### src/rtl/irq_cond.sv
module irq_cond #(
  parameter int NUM_IRQ = 64
) (
  input  logic               clk,
  input  logic               rst_n,
  input  logic [NUM_IRQ-1:0] irq_in,
  input  logic               reg_wr,
  input  logic [10:0]        reg_addr,
  input  logic [31:0]        reg_wdata,
  output logic [31:0]        reg_rdata,
  output logic [NUM_IRQ-1:0] pend_o,
  output logic [NUM_IRQ-1:0] mask_o
);
  localparam int NWORDS = NUM_IRQ / 32;
  localparam int IDX_W  = $clog2(NUM_IRQ);
  localparam logic [2:0] RG_POL = 3'd0, RG_TRIG = 3'd1, RG_DUAL = 3'd2, RG_MASK = 3'd3,
                         RG_SETM = 3'd4, RG_CLRM = 3'd5, RG_PEND = 3'd6, RG_SWE = 3'd7;

  logic [NUM_IRQ-1:0] s1, s2, s3, pol_q, trig_q, dual_q, mask_q, lat_q;
  logic [NUM_IRQ-1:0] rise, fall, act, edge_hit, sw_vec, sw_set, sw_clr;
  logic [2:0]       region;
  logic [5:0]       widx;
  logic             wr_ok, w_valid, sw_wr, sw_valid;
  logic [IDX_W-1:0] sw_idx;

  assign region   = reg_addr[10:8];
  assign widx     = reg_addr[7:2];
  assign w_valid  = int'(widx) < NWORDS;
  assign wr_ok    = reg_wr && (reg_addr[1:0] == 2'b00);
  assign sw_idx   = reg_wdata[IDX_W-1:0];
  assign sw_valid = int'(sw_idx) < NUM_IRQ;
  assign sw_wr    = wr_ok && region == RG_SWE && sw_valid;
  assign sw_vec   = {{(NUM_IRQ-1){1'b0}}, 1'b1} << sw_idx;
  assign sw_set   = (sw_wr &&  reg_wdata[31]) ? sw_vec : '0;
  assign sw_clr   = (sw_wr && !reg_wdata[31]) ? sw_vec : '0;

  always_ff @(posedge clk or negedge rst_n) begin
    if (!rst_n) begin
      s1 <= '0; s2 <= '0; s3 <= '0;
    end else begin
      s1 <= irq_in; s2 <= s1; s3 <= s2;
    end
  end

  assign rise     = s2 & ~s3;
  assign fall     = ~s2 & s3;
  assign act      = s2 ^ pol_q;
  assign edge_hit = trig_q & ((dual_q & (rise | fall)) | (~dual_q & ~pol_q & rise) | (~dual_q & pol_q & fall));

  always_ff @(posedge clk or negedge rst_n) begin
    if (!rst_n) begin
      pol_q <= '0; trig_q <= '0; dual_q <= '0; mask_q <= '0;
    end else if (wr_ok) begin
      for (int w = 0; w < NWORDS; w++) begin
        if (int'(widx) == w) begin
          case (region)
            RG_POL:  pol_q[w*32 +: 32]  <= reg_wdata;
            RG_TRIG: trig_q[w*32 +: 32] <= reg_wdata;
            RG_DUAL: dual_q[w*32 +: 32] <= reg_wdata;
            RG_SETM: mask_q[w*32 +: 32] <= mask_q[w*32 +: 32] | reg_wdata;
            RG_CLRM: mask_q[w*32 +: 32] <= mask_q[w*32 +: 32] & ~reg_wdata;
            default: ;
          endcase
        end
      end
    end
  end

  always_ff @(posedge clk or negedge rst_n) begin
    if (!rst_n) lat_q <= '0;
    else        lat_q <= trig_q & (edge_hit | (lat_q & ~sw_clr) | sw_set);
  end

  assign pend_o = (trig_q & lat_q) | (~trig_q & act);
  assign mask_o = mask_q;

  always_comb begin
    reg_rdata = '0;
    if (w_valid) begin
      case (region)
        RG_POL:  reg_rdata = pol_q[int'(widx)*32 +: 32];
        RG_TRIG: reg_rdata = trig_q[int'(widx)*32 +: 32];
        RG_DUAL: reg_rdata = dual_q[int'(widx)*32 +: 32];
        RG_MASK: reg_rdata = mask_q[int'(widx)*32 +: 32];
        RG_PEND: reg_rdata = pend_o[int'(widx)*32 +: 32];
        default: reg_rdata = '0;
      endcase
    end
  end

  a_r7_mask_set: assert property (@(posedge clk) disable iff (!rst_n)
    (wr_ok && region == RG_SETM && widx == 6'd0) |=>
      ((mask_o[31:0] & $past(reg_wdata)) == $past(reg_wdata)));

  a_r8_mask_clr: assert property (@(posedge clk) disable iff (!rst_n)
    (wr_ok && region == RG_CLRM && widx == 6'd0) |=>
      ((mask_o[31:0] & $past(reg_wdata)) == 32'd0));

  a_r9_sw_set: assert property (@(posedge clk) disable iff (!rst_n)
    (sw_wr && reg_wdata[31] && trig_q[sw_idx]) |=> pend_o[$past(sw_idx)]);

  a_r9_sw_clear: assert property (@(posedge clk) disable iff (!rst_n)
    (sw_wr && !reg_wdata[31] && trig_q[sw_idx] && !edge_hit[sw_idx]) |=> !pend_o[$past(sw_idx)]);

  a_r4_edge_hold: assert property (@(posedge clk) disable iff (!rst_n)
    (trig_q[0] && pend_o[0] && !reg_wr) |=> pend_o[0]);
endmodule

### config.mk
export PLATFORM = sky130hd
export DESIGN_NAME = irq_cond
export DESIGN_NICKNAME = d
export VERILOG_FILES = /design/src/rtl/irq_cond.sv
export SDC_FILE = /design/constraint.sdc
export NUM_CORES = 1
export LEC_CHECK = 0
export CAP_MARGIN = 20
export CORE_ASPECT_RATIO = 2
export CORE_MARGIN = 10
export CORE_UTILIZATION = 45
export CTS_BUF_LIST = sky130_fd_sc_hd__clkbuf_16
export CTS_CLUSTER_SIZE = 8
export DETAILED_ROUTE_END_ITERATION = 10
export PLACE_DENSITY_LB_ADDON = 0.2
export SLEW_MARGIN = 20
export SYNTH_ARGS = -nofsm -noshare
export SYNTH_HDL_FRONTEND = slang
export SYNTH_SLANG_ARGS = --single-unit
### constraint.sdc
create_clock -name clk -period 3.6 [get_ports clk]
set_clock_uncertainty 0.1 [all_clocks]
set_input_delay 0.72 -clock clk [delete_from_list [all_inputs] [get_ports clk]]
set_output_delay 0.72 -clock clk [all_outputs]
set_load 0.02 [all_outputs]
==> out/results.txt, run 1 <==
FILL cells - 4735
TritonRoute pass-1 iters - 5
GRT Util Overall - 25.9%
Hold_buf cts - 0
Worst R2R End - lat_q[2]$_DFF_PN0_
H-tree levels - 3
Cell variety after synth - 63
Total Power - 13.6 mW
Hold slack - 0.00745 ns
Hold Fails Final Rpt - 0
Reg area - 12800 um^2
Syn Area/Cell - 11.4 um^2
Reg clk slew, reported paths - 0.05 ns
Sw Share - 25.0%
CP Launch Type - primary input
Max IR drop VDD - 363 uV
RePlAce Congestion - 0.913
Routed len/inst - 26.1 um
Clock buffer depth - 3
Max Cap Violations - 0
R2R Setup Slk - 1.93 ns
Largest net degree at the start of global routing - 82
Unrepaired setup endpoints after global routing - false
Nets@finish - 2864
Syn. warnings - 0
Final Cycle Share - 97.9%
Worst-Margin Slew - 0.930 ns
Vias - 19506
FP Rows - 123
Critical Path AT - 2.71 ns
DIE WIDTH - 188 um
Synth Flop Type - dfrtp_1
P_int - 10.2 mW
Initial core utilization - 45.3%
DR iter-0 viols - 1466
Status - finished clean
Asr flop ratio synth - 100%
CTS tree - built
Max frequency - 284 MHz
DIE AREA - 66900 um^2
Global-route wire length before repair - 131000 um
Vias per Instance - 5.77
Cells after Synth - 2232
Synthesis-to-finish area growth - 27.5%
Ports - 270
Final worst path period need - 3.53 ns
FF+latch count, synth - 512
Core Region - 56000 um^2
Footprint of the multi-input gates - 11500 um^2
Netlist Area Pre-Place - 25400 um^2
Share of layout cells above drive strength 1 - 22.1%
EDFF count, synth - 0
Crit path launch - reg_addr[8]
Final setup fails - 0
Num CTS Buffers - 73
Vias in the first global route - 20903
Clock Power Share - 45.4%
CP Data Required Time - 2.78 ns
Crit Path Class - in -> out
Die Y - 356 um
Crit-path max FO - 22
Wirelength, routed - 88400 um
Sw power - 3.39 mW
Crit path capture type - output pin
Power Density - 419 nW/um^2
HPWL after DPL - 63700 um
Clk Latency, worst-skew pair - 0.60 ns
Worst-case reg-to-reg path depth - 5
HP Class - in -> async
Num Clock Sinks - 512
Reg power frac - 44.7%
Root Driver - clkbuf_16
Initial antenna violation count - 0
ANT nets after route - 0
Port Buf Inserts - 269
Slew Viols, Final - 0
Register area share after synthesis - 50.5%
Worst setup endpoint - reg_rdata[3]
Total grt overflow - 0
Leakage power - 15.3 nW
Mapped Nets - 2470
Remaining DRCs - 0
Combinational share of power - 9.9%
FF-to-FF Start - s2[2]$_DFF_PN0_
Max-slew headroom - 37.9%
## cells in the final DEF (no fill, tap or decap), types with 12 or more instances in the layout
cell type / synthesis / routed
dfrtp_1: 512 / 512
a211oi_1: 20 / 20
o31a_1: 16 / 16
clkdlybuf4s50_1: 0 / 229
mux2_1: 20 / 20
clkbuf_16: 0 / 77
mux2_2: 230 / 230
o21ai_0: 178 / 176
nor2b_1: 24 / 24
buf_2: 27 / 13
a31oi_1: 63 / 62
buf_12: 0 / 30
nor3_1: 17 / 15
a21oi_1: 23 / 23
inv_1: 236 / 236
o21a_1: 36 / 36
nand2_1: 241 / 241
xor2_1: 32 / 32
o221ai_1: 23 / 23
buf_6: 3 / 13
xnor2_1: 32 / 32
buf_4: 7 / 132
ha_1: 128 / 128
mux4_2: 32 / 32
nor2_1: 37 / 35
and4_1: 25 / 25
mux2i_1: 65 / 65
o32a_1: 23 / 23
o31ai_2: 0 / 12
## Yosys cell counts (17+ instances only)
cell | number | share of area [%]
xor2_1 | 32 | 1.1
ha_1 | 128 | 6.3
o21a_1 | 36 | 1.1
nand2_1 | 241 | 3.6
nor2b_1 | 24 | 0.59
dfrtp_1 | 512 | 50
mux4_2 | 32 | 2.8
nor3_1 | 17 | 0.34
buf_2 | 27 | 0.53
clkbuf_1 | 61 | 0.90
mux2_2 | 230 | 10
inv_1 | 236 | 3.5
mux2_1 | 20 | 0.89
and4_1 | 25 | 0.86
mux2i_1 | 65 | 2.6
o21ai_0 | 178 | 3.5
a31oi_1 | 63 | 1.6
o31ai_1 | 23 | 0.68
o32a_1 | 23 | 0.91
a21oi_1 | 23 | 0.45
o221ai_1 | 23 | 0.79
a211oi_1 | 20 | 0.59
nor2_1 | 37 | 0.55
xnor2_1 | 32 | 1.1
## kinds of logic after synthesis
logic type / share of synthesized area [%]
mux: 16.5
buf+inv: 5.41
xor+xnor: 2.21
simple gates: 7.90
flops: 50.5
compound gates: 11.2
fa+ha+maj: 6.31
## routing by layer
layer	routed length [um]	global-route usage [%]	part of all wire, %	up-vias
li1	-	-	-	8554
met1	33000	29.3	37	9878
met2	44100	44.5	50	838
met3	5840	5.24	6.6	236
met4	5420	15.5	6.1	0
met5	0	0	0	-
## worst min-delay path by stage
stage | endpoint | start
CTS | lat_q[14]$_DFF_PN0_ | rst_n
floorplan | s2[0]$_DFF_PN0_ | s1[0]$_DFF_PN0_
global route | lat_q[14]$_DFF_PN0_ | rst_n
global placement | s2[43]$_DFF_PN0_ | s1[43]$_DFF_PN0_
finish | lat_q[14]$_DFF_PN0_ | rst_n
detailed placement | s2[18]$_DFF_PN0_ | s1[18]$_DFF_PN0_
## critical path: stages
cell and delay [ns]:
buf_6 0.23, buf_4 0.36, mux4_2 0.56, and4_1 0.23
a31oi_2 0.19, o31ai_4 0.09, buf_4 0.15, buf_4 0.15
## layout make-up
class                   count  share of cell area [%]
diodes                      1                 0.00773
clock buffers              75                    5.80
clock inverters             5                   0.217
inverters                 236                    2.74
multi-input cells        1376                    35.5
flip-flops and latches    512                    39.6
well taps                 750                    2.90
repair buffers            427                    13.3
## stage by stage
| stage | instances | utilization, % | setup TNS, ns | instance area, um^2 | setup WS (ns) |
|---|---|---|---|---|---|
| finish | 3382 | 57.8 | 0 | 32400 | 0.0746 |
| global route | 3381 | 57.8 | 0 | 32400 | 0.0335 |
| CTS | 3379 | 57.6 | -0.0163 | 32300 | -0.0163 |
| detailed placement | 3295 | 53.6 | -12.27 | 30000 | -0.557 |
| global placement | 3295 | 53.6 | -12.52 | 30000 | -0.598 |
| floorplan | 2232 | - | 0 | 25400 | 0.139 |
## power groups by stage
stage               sequential (mW)  combinational, mW  clock, mW
floorplan                      6.12              0.565          0
global placement               6.14               1.29          0
CTS                            6.06               1.34       6.30
finish                         6.06               1.34       6.16
detailed placement             6.15               1.32          0
global route                   6.08               1.45       6.51
## what timing repair did
action | CTS | global route
endpoints found under the setup margin | 32 | 25
gates cloned | 3 | 2
resized for setup | 165 | 10
pin swaps | 8 | 3
setup buffers | 4 | 0
(Power assumes the default switching activity.)
==> inputs of run 2 (changes only) <==
==> constraint.sdc (replaced) <==
create_clock -name clk -period 4.2 [get_ports clk]
set_clock_uncertainty 0.1 [all_clocks]
set_input_delay 0.84 -clock clk [delete_from_list [all_inputs] [get_ports clk]]
set_output_delay 0.84 -clock clk [all_outputs]
set_load 0.02 [all_outputs]
==> out/results.txt, run 2 (synthesis results as in run 1) <==
Share of layout cells above drive strength 1 - 18.6% (-3.5 points)
HP Class - in -> async
Crit Path Class - in -> out
RePlAce Congestion - 0.897 (-1.8%)
Dpl ws - -0.230 ns (+0.327 ns)
Vias - 19080 (-2.2%)
Leakage power - 14.9 nW (-2.6%)
Hold Fails Final Rpt - 0 (unchanged)
Final worst path period need - 4.09 ns
Worst-Margin Slew - 0.924 ns (-0.00560 ns)
Max frequency - 245 MHz
Global-route wire length before repair - 129000 um (-2.0%)
Die Y - 356 um (unchanged)
Crit path capture type - output pin
DIE AREA - 66900 um^2 (unchanged)
Vias in the first global route - 20278 (-3.0%)
Initial core utilization - 45.3% (unchanged)
Max Used Layer - met5
TritonRoute pass-1 iters - 5 (unchanged)
Critical Path AT - 3.15 ns (+0.44 ns)
Wirelength, routed - 85800 um (-3.0%)
Total grt overflow - 0 (unchanged)
Status - finished clean
Met3 wire len - 5310 um (-9.1%)
Clock buffer depth - 3 (unchanged)
Post-Route Setup TNS - 0 ns (unchanged)
Met1 wire length - 32800 um (-0.79%)
Vias per Instance - 5.74 (-0.42%)
Diodes inserted - 0 (-1)
Largest net degree at the start of global routing - 121 (+48%)
Num Clock Sinks - 512 (unchanged)
H-tree levels - 3 (unchanged)
Most common cell after layout, fill and taps aside - dfrtp_1
FP Rows - 123 (unchanged)
Most frequent cells in the layout - dfrtp_1, nand2_1, inv_1
Max-slew headroom - 37.7% (-0.13 points)
Power Density - 367 nW/um^2 (-12%)
Crit-path max FO - 29 (+32%)
Area after DPL - 29500 um^2 (-1.8%)
GRT Util Overall - 25.5% (-0.39 points)
Routed len/inst - 25.8 um (-1.3%)
Finished Layout Cells - 3322 (-1.8%)
Nets@finish - 2805 (-2.1%)
Setup Buffers After CTS - 0 (-4)
DIE WIDTH - 188 um (unchanged)
Metal2 WL - 43000 um (-2.5%)
Max IR drop VDD - 271 uV (-26%)
Placed Instances - 3242 (-1.6%)
HPWL after DPL - 61900 um (-2.9%)
Final Cycle Share - 97.3%
Unrepaired setup endpoints after global routing - false
Max Cap Violations - 0 (unchanged)
Core Region - 56000 um^2 (unchanged)
Num CTS Buffers - 73 (unchanged)
DR iter-0 viols - 1491 (+1.7%)
Final instance area - 31400 um^2 (-2.9%)
Clk Latency, worst-skew pair - 0.61 ns (about the same)
FILL cells - 4822 (+1.8%)
Port Buf Inserts - 269 (unchanged)
Initial antenna violation count - 1 (+1)
CP Data Required Time - 3.26 ns (+0.48 ns)
Ports - 270 (unchanged)
Final worst slack - 0.112 ns (+0.0371 ns)
Reg clk slew, reported paths - 0.05 ns (about the same)
Synthesis-to-finish area growth - 23.8%
CP Launch Type - primary input
Final setup fails - 0 (unchanged)
Root Driver - clkbuf_16
Hold slack - 0.00972 ns (+0.00227 ns)
Slew Viols, Final - 0 (unchanged)
ANT nets after route - 0 (unchanged)
CTS tree - built
Remaining DRCs - 0 (unchanged)
## run 2: changes by cell type in the layout (fill, tap and decap cells not counted), sizes merged
cell and change:
buf -76, dlygate4sd2 +17, clkdlybuf4s50 +4, bufbuf -2, clkbuf -1, diode -1
dlymetal6s2s -1
## run 2: critical path, stage by stage
cell and delay [ns]:
clkdlybuf4s50_1 0.43, or4_4 0.60, or2_1 0.27, buf_6 0.25, a2111oi_1 0.42, a221o_1 0.19
buf_4 0.15
## run 2: area by class of cell
class / count / area (um^2) / share of cell area [%]
clock buffers: 75 / 1880 / 5.97
clock inverters: 5 / 72.6 / 0.231
inverters: 236 / 886 / 2.82
multi-input cells: 1376 / 11300 / 35.8
flip-flops and latches: 512 / 12800 / 40.8
well taps: 750 / 938 / 2.99
repair buffers: 368 / 3580 / 11.4
## run 2: timing repair
action | in CTS | in global routing
hold buffers | 0 | 0
gates resized for setup | 26 | 6
endpoints found under the setup margin | 23 | 4
## run 2: path summary, 6_finish.rpt
kind	endpoint	start	slack, ns	cells past startpoint
min in group clk	s2[3]$_DFF_PN0_	s1[3]$_DFF_PN0_	0.24	0
min	s1[44]$_DFF_PN0_	rst_n	0.01	1
max reg2reg	lat_q[4]$_DFF_PN0_	s2[4]$_DFF_PN0_	2.50	6
max in group asynchronous	s3[3]$_DFF_PN0_	rst_n	2.97	2
max	reg_rdata[16]	reg_addr[4]	0.11	7
min reg2reg	s2[3]$_DFF_PN0_	s1[3]$_DFF_PN0_	0.24	0
## run 2: metal layers
metal / global-route usage [%] / vias to the layer above
li1: - / 8435
met1: 29.4 / 9680
met2: 44.0 / 754
met3: 4.92 / 209
met4: 13.7 / 2
met5: 0 / -
## run 2: power by group
group | switching [mW] | total, mW | internal [mW]
sequential | 0.115 | 5.20 | 5.08
clock | 2.12 | 5.26 | 3.14
combinational | 0.632 | 1.08 | 0.452
## run 2: metrics by stage
stage          total power [mW]  utilization (%)
4_1_cts                    11.7             56.1
5_1_grt                    11.9             56.1
3_3_place_gp               6.33             52.6
6_report                   11.5             56.1
2_1_floorplan              5.73                -
3_5_place_dp               6.36             52.6
